[src/rtl/spiflash_pkg.sv]
package spiflash_pkg;

  localparam int OPW    = 8;
  localparam int STAT_W = 16;

  localparam logic [7:0] OP_WREN = 8'h06;
  localparam logic [7:0] OP_EWSR = 8'h50;
  localparam logic [7:0] OP_WRSR = 8'h01;
  localparam logic [7:0] OP_RDID = 8'h9F;

  typedef enum logic [1:0] {
    LEN_BAD  = 2'd0,
    LEN_BYTE = 2'd1,
    LEN_WORD = 2'd2
  } wrsr_len_e;

  // Frame length (opcode plus data bits) to status-write form
  function automatic wrsr_len_e classify_len(input int unsigned nbits);
    if (nbits == OPW + 8)       return LEN_BYTE;
    else if (nbits == OPW + 16) return LEN_WORD;
    else                        return LEN_BAD;
  endfunction

  // New status value: the first byte received always lands in the low byte
  function automatic logic [STAT_W-1:0] wrsr_merge(input logic [STAT_W-1:0] old_v,
                                                   input logic [STAT_W-1:0] shifted,
                                                   input wrsr_len_e len);
    if (len == LEN_WORD) return {shifted[7:0], shifted[15:8]};
    else                 return {old_v[15:8], shifted[7:0]};
  endfunction

endpackage

[src/rtl/spi_pin_sync.sv]
module spi_pin_sync #(
  parameter int STAGES = 2
) (
  input  logic clk,
  input  logic rst_n,
  input  logic cs_n,
  input  logic sck,
  input  logic sdi,
  output logic sdi_s,
  output logic sck_rise,
  output logic sck_fall,
  output logic cs_rise,
  output logic cs_fall
);
  // one extra flop past the synchronizer holds the previous level
  localparam int DEPTH = STAGES + 1;

  logic [DEPTH-1:0] cs_p, sck_p, sdi_p;

  always_ff @(posedge clk or negedge rst_n) begin
    if (!rst_n) begin
      cs_p  <= '1;
      sck_p <= '0;
      sdi_p <= '0;
    end else begin
      cs_p  <= {cs_p[DEPTH-2:0], cs_n};
      sck_p <= {sck_p[DEPTH-2:0], sck};
      sdi_p <= {sdi_p[DEPTH-2:0], sdi};
    end
  end

  logic cs_now, cs_was, sck_now, sck_was, frame_on;
  assign cs_now   = cs_p[STAGES-1];
  assign cs_was   = cs_p[STAGES];
  assign sck_now  = sck_p[STAGES-1];
  assign sck_was  = sck_p[STAGES];
  assign frame_on = ~cs_now;

  assign sdi_s    = sdi_p[STAGES-1];
  assign cs_rise  = cs_now & ~cs_was;
  assign cs_fall  = ~cs_now & cs_was;
  assign sck_rise = frame_on & sck_now & ~sck_was;
  assign sck_fall = frame_on & ~sck_now & sck_was;

  logic unused_sdi;
  assign unused_sdi = sdi_p[STAGES];
endmodule

[src/rtl/spi_cmd_decode.sv]
module spi_cmd_decode
  import spiflash_pkg::*;
#(
  parameter int CNT_W = 6
) (
  input  logic              clk,
  input  logic              rst_n,
  input  logic              sck_rise,
  input  logic              cs_rise,
  input  logic              cs_fall,
  input  logic              sdi_s,
  output logic [CNT_W-1:0]  bitcnt,
  output logic [7:0]        opcode,
  output logic              op_valid,
  output logic [STAT_W-1:0] data_sr,
  output logic              id_active
);
  localparam logic [CNT_W-1:0] CNT_MAX  = '1;
  localparam logic [CNT_W-1:0] CNT_LAST = CNT_W'(OPW - 1);
  localparam logic [CNT_W-1:0] CNT_OP   = CNT_W'(OPW);
  localparam logic [CNT_W-1:0] CNT_DEND = CNT_W'(OPW + STAT_W);

  logic [OPW-1:0] op_sr;
  logic           in_opcode, in_data;

  assign in_opcode = bitcnt < CNT_OP;
  assign in_data   = (bitcnt >= CNT_OP) && (bitcnt < CNT_DEND);

  always_ff @(posedge clk or negedge rst_n) begin
    if (!rst_n) begin
      bitcnt   <= '0;
      op_sr    <= '0;
      opcode   <= '0;
      op_valid <= 1'b0;
      data_sr  <= '0;
    end else if (cs_rise || cs_fall) begin
      bitcnt   <= '0;
      op_valid <= 1'b0;
    end else if (sck_rise) begin
      if (bitcnt != CNT_MAX) bitcnt <= bitcnt + 1'b1;
      if (in_opcode) begin
        op_sr <= {op_sr[OPW-2:0], sdi_s};
        if (bitcnt == CNT_LAST) begin
          opcode   <= {op_sr[OPW-2:0], sdi_s};
          op_valid <= 1'b1;
        end
      end else if (in_data) begin
        data_sr <= {data_sr[STAT_W-2:0], sdi_s};
      end
    end
  end

  assign id_active = op_valid && (opcode == OP_RDID);
endmodule

[src/rtl/spi_id_shifter.sv]
module spi_id_shifter #(
  parameter int                    ID_BYTES = 3,
  parameter logic [ID_BYTES*8-1:0] ID_VALUE = 24'hBF258C
) (
  input  logic clk,
  input  logic rst_n,
  input  logic sck_fall,
  input  logic cs_rise,
  input  logic id_active,
  output logic sdo,
  output logic sdo_en
);
  localparam int ID_BITS = ID_BYTES * 8;
  localparam int PW      = $clog2(ID_BITS);
  localparam logic [PW-1:0] POS_END = PW'(ID_BITS - 1);

  logic [PW-1:0] pos;

  function automatic logic [PW-1:0] next_pos(input logic [PW-1:0] p);
    return (p == POS_END) ? '0 : p + 1'b1;
  endfunction

  always_ff @(posedge clk or negedge rst_n) begin
    if (!rst_n) begin
      pos    <= '0;
      sdo    <= 1'b0;
      sdo_en <= 1'b0;
    end else if (cs_rise) begin
      pos    <= '0;
      sdo    <= 1'b0;
      sdo_en <= 1'b0;
    end else if (sck_fall && id_active) begin
      sdo    <= ID_VALUE[POS_END - pos];
      sdo_en <= 1'b1;
      pos    <= next_pos(pos);
    end
  end
endmodule

[src/rtl/spi_status_regs.sv]
module spi_status_regs
  import spiflash_pkg::*;
#(
  parameter int CNT_W = 6
) (
  input  logic              clk,
  input  logic              rst_n,
  input  logic              cs_rise,
  input  logic              op_valid,
  input  logic [7:0]        opcode,
  input  logic [CNT_W-1:0]  bitcnt,
  input  logic [STAT_W-1:0] data_sr,
  output logic [STAT_W-1:0] status_q,
  output logic              wel_q,
  output logic              ewsl_q,
  output logic              wrsr_end,
  output logic              wrsr_commit
);
  localparam logic [CNT_W-1:0] CNT_OP = CNT_W'(OPW);

  wrsr_len_e len;
  logic      op_only, set_wel, set_ewsl, enabled;

  assign len         = classify_len(32'(bitcnt));
  assign op_only     = cs_rise && op_valid && (bitcnt == CNT_OP);
  assign set_wel     = op_only && (opcode == OP_WREN);
  assign set_ewsl    = op_only && (opcode == OP_EWSR);
  assign enabled     = wel_q || ewsl_q;
  assign wrsr_end    = cs_rise && op_valid && (opcode == OP_WRSR);
  assign wrsr_commit = wrsr_end && enabled && (len != LEN_BAD);

  always_ff @(posedge clk or negedge rst_n) begin
    if (!rst_n) begin
      status_q <= '0;
      wel_q    <= 1'b0;
      ewsl_q   <= 1'b0;
    end else begin
      if (wrsr_commit) status_q <= wrsr_merge(status_q, data_sr, len);
      if (wrsr_end) begin
        wel_q  <= 1'b0;
        ewsl_q <= 1'b0;
      end else begin
        if (set_wel)  wel_q  <= 1'b1;
        if (set_ewsl) ewsl_q <= 1'b1;
      end
    end
  end
endmodule

[src/rtl/spiflash_front.sv]
module spiflash_front
  import spiflash_pkg::*;
#(
  parameter int                    SYNC_STAGES = 2,
  parameter int                    CNT_W       = 6,
  parameter int                    ID_BYTES    = 3,
  parameter logic [ID_BYTES*8-1:0] ID_VALUE    = 24'hBF258C
) (
  input  logic        clk,
  input  logic        rst_n,
  input  logic        cs_n,
  input  logic        sck,
  input  logic        sdi,
  output logic        sdo,
  output logic        sdo_en,
  output logic [15:0] status_q,
  output logic        wel_q,
  output logic        ewsl_q
);
  // named internal events, also watched by the bound checker
  logic              sdi_s, sck_rise, sck_fall, cs_rise, cs_fall;
  logic [CNT_W-1:0]  bitcnt;
  logic [7:0]        opcode;
  logic              op_valid, id_active;
  logic [STAT_W-1:0] data_sr;
  logic              wrsr_end, wrsr_commit;

  spi_pin_sync #(.STAGES(SYNC_STAGES)) u_sync (
    .clk(clk), .rst_n(rst_n), .cs_n(cs_n), .sck(sck), .sdi(sdi),
    .sdi_s(sdi_s), .sck_rise(sck_rise), .sck_fall(sck_fall),
    .cs_rise(cs_rise), .cs_fall(cs_fall)
  );

  spi_cmd_decode #(.CNT_W(CNT_W)) u_dec (
    .clk(clk), .rst_n(rst_n), .sck_rise(sck_rise), .cs_rise(cs_rise),
    .cs_fall(cs_fall), .sdi_s(sdi_s), .bitcnt(bitcnt), .opcode(opcode),
    .op_valid(op_valid), .data_sr(data_sr), .id_active(id_active)
  );

  spi_id_shifter #(.ID_BYTES(ID_BYTES), .ID_VALUE(ID_VALUE)) u_id (
    .clk(clk), .rst_n(rst_n), .sck_fall(sck_fall), .cs_rise(cs_rise),
    .id_active(id_active), .sdo(sdo), .sdo_en(sdo_en)
  );

  spi_status_regs #(.CNT_W(CNT_W)) u_stat (
    .clk(clk), .rst_n(rst_n), .cs_rise(cs_rise), .op_valid(op_valid),
    .opcode(opcode), .bitcnt(bitcnt), .data_sr(data_sr),
    .status_q(status_q), .wel_q(wel_q), .ewsl_q(ewsl_q),
    .wrsr_end(wrsr_end), .wrsr_commit(wrsr_commit)
  );
endmodule

[config.mk]
export PLATFORM = sky130hd
export DESIGN_NAME = spiflash_front
export DESIGN_NICKNAME = d
export VERILOG_FILES = /design/src/rtl/spiflash_pkg.sv /design/src/rtl/spi_pin_sync.sv /design/src/rtl/spi_cmd_decode.sv /design/src/rtl/spi_id_shifter.sv /design/src/rtl/spi_status_regs.sv /design/src/rtl/spiflash_front.sv
export SDC_FILE = /design/constraint.sdc
export NUM_CORES = 1
export LEC_CHECK = 0
export BUFFER_PORTS_ARGS = -buffer_cell sky130_fd_sc_hd__buf_2
export CAP_MARGIN = 40
export CORE_MARGIN = 10
export CORE_UTILIZATION = 40
export DETAILED_ROUTE_END_ITERATION = 10
export PLACE_DENSITY = 0.54
export SYNTH_ARGS = -nofsm -noshare
export SYNTH_HDL_FRONTEND = slang
export SYNTH_HIERARCHICAL = 1
export SYNTH_SLANG_ARGS = --single-unit
[constraint.sdc]
create_clock -name clk -period 6.6 [get_ports clk]
set_clock_uncertainty 0.05 [all_clocks]
set_input_delay 1.32 -clock clk [delete_from_list [all_inputs] [get_ports clk]]
set_output_delay 1.32 -clock clk [all_outputs]
set_load 0.03 [all_outputs]
Word-level counts from Yosys, hierarchy flattened
Memories as Yosys holds them, arrays and structs flattened.
Index checks and enable logic that the tools add are counted.
- register bits after elaboration: 71
- memories kept: 1
- input port bits: 5
- word-level logic and storage cells: 94
- bits in read-only memories: 32
- memory list (memory ; words ; bits a word ; read ports ; clocked after memory_dff ; write ports ; RTL line ; source):
    (no name shown) ; 32 ; 1 ; 1 ; 0 ; 0 ; spi_id_shifter.sv:33 ; sdo <= ID_VALUE[POS_END - pos];
- eq/ne operators: 11
- reductions and logical operators: 26
- multiplexer cells: 22
- $add $sub $neg: 3
- order comparisons: 4
- bitwise logic cells: 12
- operators by type and width (operator ; count):
    $mux 6 ; 3
    $reduce_bool 2->1 ; 8
    $mux 5 ; 3
    $mux 1 ; 13
    $eq 6x5->1 const B ; 2
    $logic_and 1x1->1 ; 10
    $eq 8x1->1 const B ; 1
    $eq 8x3->1 const B ; 1
    $eq 8x7->1 const B ; 1
    $eq 8x8->1 const B ; 1
    $mux 8 ; 1
    $reduce_and 4->1 ; 2
    $add 6x1->6 const B ; 1
    $and 1x1->1 ; 6
    $eq 6x3->1 const B ; 1
    $eq 6x4->1 const B ; 1
    $ge 6x4->1 const B ; 1
    $lt 5x6->1 const B ; 1
    $lt 6x4->1 const B ; 1
    $lt 6x5->1 const B ; 1
    $ne 6x6->1 const B ; 1
    $not 1->1 ; 6
    $reduce_and 3->1 ; 2
    $add 5x1->5 const B ; 1
    other kinds (6) ; 9

Logic depth before layout (Yosys ltp)
- depth in word-level cells: 7
- mapped depth: 6
- mapped depth without buffers: 5

Cells and area by module
Netlist, hierarchy kept.
- by module, submodules not included (module ; seq. area each (µm²) ; cells an instance ; instances ; area each (µm²)):
    spi_cmd_decode ; 950.9 ; 109 ; 1 ; 1582.8
    spi_status_regs ; 450.4 ; 62 ; 1 ; 983.4
    spi_id_shifter ; 175.2 ; 48 ; 1 ; 444.2
    spi_pin_sync ; 203.9 ; 12 ; 1 ; 231.5

Worst setup path after synthesis
OpenSTA, ideal clock, no wires.
- kind: reg2reg
- from: register u_dec.opcode[6]
- to: register u_id.pos[3]
- data required time: 6.468 ns
- arrival: 2.005 ns
- slack: 4.463 ns
- path buffers: 0
- library setup time: 0.082 ns
- stages on the path, launching flop included: 6
- cells stage by stage: dfrtp_1 nand4b_1 nor4b_1 nand2_2 or4b_1 o22ai_1
- longest elaborated chain between the ends: 4
- ends and longest elaborated chain (what ; RTL line ; source):
    start: declaration ; spi_cmd_decode.sv:13 ; output logic [7:0] opcode,
    start signal: assignment ; spi_cmd_decode.sv:44 ; opcode <= {op_sr[OPW-2:0], sdi_s};
    $eq 8x8->1 ; spi_cmd_decode.sv:53 ; assign id_active = op_valid && (opcode == OP_RDID);
    $logic_and 1x1->1 ; spi_cmd_decode.sv:53 ;
    via id_active ; spiflash_front.sv:24 ; logic op_valid, id_active;
    $logic_and 1x1->1 ; spi_id_shifter.sv:32 ; end else if (sck_fall && id_active) begin
    $reduce_bool 2->1 (no line) ; - ;
    end signal: assignment ; spi_id_shifter.sv:35 ; pos <= next_pos(pos);
    end: declaration ; spi_id_shifter.sv:17 ; logic [PW-1:0] pos;
The timed path passes the listed nets, and every way through them passes these cells.
A chain may end at the register's enable or synchronous reset.

Final worst setup path
Ends and elaborated chain as after synthesis.

==> out/metrics.yaml <==
drt:
  vias: 1881
  routed_wl_um: 5660
  drt_first_pass_iters: 4
  drtIter0Drc: 49
  wl_per_cell_um: 15.2
  final_antenna_net_count: 0
  routed_via_density: 5.06
  drc_errors: 0
synthesis:
  postSynthAreaPerCell_sq_um: 14.0
  ys_ff_latch: 71
  synth_top_area_frac: 0.525
  synth_area_sq_um: 3240
  async_flop_share: 1.00
  synth_top_area_cell: "dfrtp_1"
  ys.flop_type: "dfrtp_1"
  synth_enable_flop_cells: 0
  seq_area_frac_synth: 0.549
  synth_cells: 231
  yosys_warnings: 6
  ys_types: 55
  synthTopCellsByArea: "dfrtp_1 52%, mux2_2 13%, mux2_4 7.4%, ha_1 2.7%, dfstp_2 2.4%"
  syn_nets: 243
sta:
  finalMaxSlewViolations: 0
  finalHoldViolCount: 0
  timing.slew.headroom: 0.379
  period_minus_slack_ps: 2440
  fmax_ghz: 0.410
  period_share: 0.370
  rsz0062_at_grt: "false"
  worst_slew_pin_slew_ps: 918
  tns_ps: 0
  setup_viol: 0
worst_setup_path:
  max_stage_delay_ps: 800
  cp.required_ps: 6810
  critPathLaunchType: "flop"
  cpMaxStageDelayCell: "nor4b_1"
  cp-end-kind: "flop"
  crit_fanout: 6
  path_cells: "nand4b_1 -> nor4b_1 -> nand2_2 -> or4b_1 -> o22ai_1"
  critical_path_class: "reg2reg"
  cp.arrival_ps: 2650
finish:
  multi_input_area_sq_um: 1390
  drive_above_1_share: 0.407
  nNetsFinal: 277
  fin_cells: 372
  design_area_sq_um: 3670
  utilization: 0.470
  seqCellArea_sq_um: 1780
  fill_cells: 708
  syn_to_final_growth_pct: 13.1
  n_antenna_cell: 0
clocking:
  clock_latency_ps: 340
  cts.sinks: 71
  root_buffer: "clkbuf_8"
  cts_tree: "yes"
  numCtsBuffers: 9
  hold_buffers: 0
  post-cts-setup-buffer-count: 0
  path_clk_slew_ps: 70
  h-tree-depth: 3
  cts.path.max_buffers: 2
  post_cts_resized: 0
status:
  status: "finished, final reports clean"
power:
  worst_ir_drop_vdd_mv: 0.135
  p_per_area_nw_per_um2: 221
  leakagePower_nw: 1.84
floorplanning:
  die_w_um: 110
  start_util: 0.415
  num_rows: 32
  dieArea_sq_um: 12100
  io_pins: 25
  core_sq_um: 7810
  die_y_um: 110
min_path:
  hold_path_class: "reg2reg"
global_route:
  grt_pass1_vias: 1887
  grt_overflow_total: 0
  antenna_found_initial: 0
  track_usage: 0.102
  grt_max_degree: 47
  grt_first_pass_wirelength_um: 9650
placement:
  place_area_sq_um: 3490
  post-place-cells: 356
  io_buffers: 24
  gp_congestion: 0.810
  dp_hpwl_um: 3890
job:
  maxCapViolations: 0
worst paths after layout:
| kind | cells after the start | to | slack, ps | from |
|---|---|---|---|---|
| min reg2reg | 0 | u_sync/sck_p[1] | 300 | u_sync/sck_p[0] |
| max | 5 | u_id/pos[3] | 4160 | u_dec/opcode[6] |
| min in group asynchronous | 2 | u_dec/op_sr[3] | 930 | rst_n |
| max reg2reg | 5 | u_id/pos[3] | 4160 | u_dec/opcode[6] |
| min | 0 | u_sync/sck_p[1] | 300 | u_sync/sck_p[0] |
| max in group asynchronous | 3 | u_dec/op_sr[1] | 5040 | rst_n |
placed cells by master (no fill, tap or decap), types with 3 or more instances in the layout:
cell type / instances
inv_1: 9
a21oi_1: 5
ha_1: 7
buf_2: 24
nand3_1: 7
dfrtp_1: 68
dfstp_2: 3
nor3b_1: 3
clkbuf_8: 11
and4_1: 3
nor3_1: 3
mux2_2: 38
nand2_1: 8
nor2_1: 9
mux2_4: 16
cells by family (layout without fill, tap and decap cells):
group / Yosys count / after routing / share of synthesized area
fa+ha+maj: 7 / 7 / 0.0270
compound gates: 20 / 20 / 0.0455
simple gates: 60 / 60 / 0.130
flops: 71 / 71 / 0.549
xor+xnor: 3 / 3 / 0.00811
mux: 57 / 57 / 0.216
buf+inv: 13 / 52 / 0.0235
synthesized netlist by cell type, types with 2 or more instances:
cell,number
nor3b_1,3
mux2_2,38
a41oi_1,2
a21oi_1,5
nand2b_1,2
nand2_2,2
mux2_4,16
nor3_1,3
xnor2_1,2
nand3_1,7
nor2b_1,2
o211a_1,2
nand4_1,2
nor2_1,9
ha_1,7
nand2_1,8
and4_1,3
dfrtp_1,68
mux2_1,2
nor4_1,2
inv_1,9
dfstp_2,3
o31ai_1,2
power by group:
part	internal [W]	switching, W
Combinational	0.0000170	0.0000184
Sequential	0.000453	0.0000112
Clock	0.000156	0.000156
through the flow:
stage / power, W / worst slack [ps] / hold slack, ps
finish: 0.000812 / 4160 / 304
global route: 0.000850 / 3980 / 309
CTS: 0.000825 / 4160 / 307
detailed placement: 0.000509 / 4190 / 290
global placement: 0.000506 / 4090 / 283
floorplan: 0.000490 / 4460 / 281
worst max-delay path: cells and delay by family (launching register included):
| family | cells | cell delay [ps] |
|---|---|---|
| flip-flops | 1 | 410 |
| AO/OA/AOI/OAI | 1 | 150 |
| AND/OR/NAND/NOR | 4 | 1750 |
metal layers:
layer / GRT usage / up-vias / wire, um / share of wire
li1: - / 914 / - / -
met1: 0.143 / 937 / 2890 / 0.51
met2: 0.135 / 25 / 2420 / 0.43
met3: 0.0459 / 5 / 308 / 0.054
met4: 0.0362 / 0 / 45 / 0.0080
met5: 0 / - / 0 / 0
layout make-up:
type                       count  share of cell area
clock inverter                 3             0.00478
inverter                       9             0.00922
clock buffer                  13              0.0433
timing repair buffer          27              0.0444
sequential                    71               0.486
multi-input combinational    147               0.378
tap                          102              0.0348
sequential cells by signal (all words and copies together), names as in the netlist, 2 cells and up:
register	flops
u_dec/bitcnt	6
u_dec/data_sr	16
u_sync/sck_p	3
u_sync/sdi_p	2
u_id/pos	5
u_dec/opcode	8
u_stat/status_q	16
u_sync/cs_p	3
u_dec/op_sr	7
No activity file was read; power rests on OpenSTA's default activity.
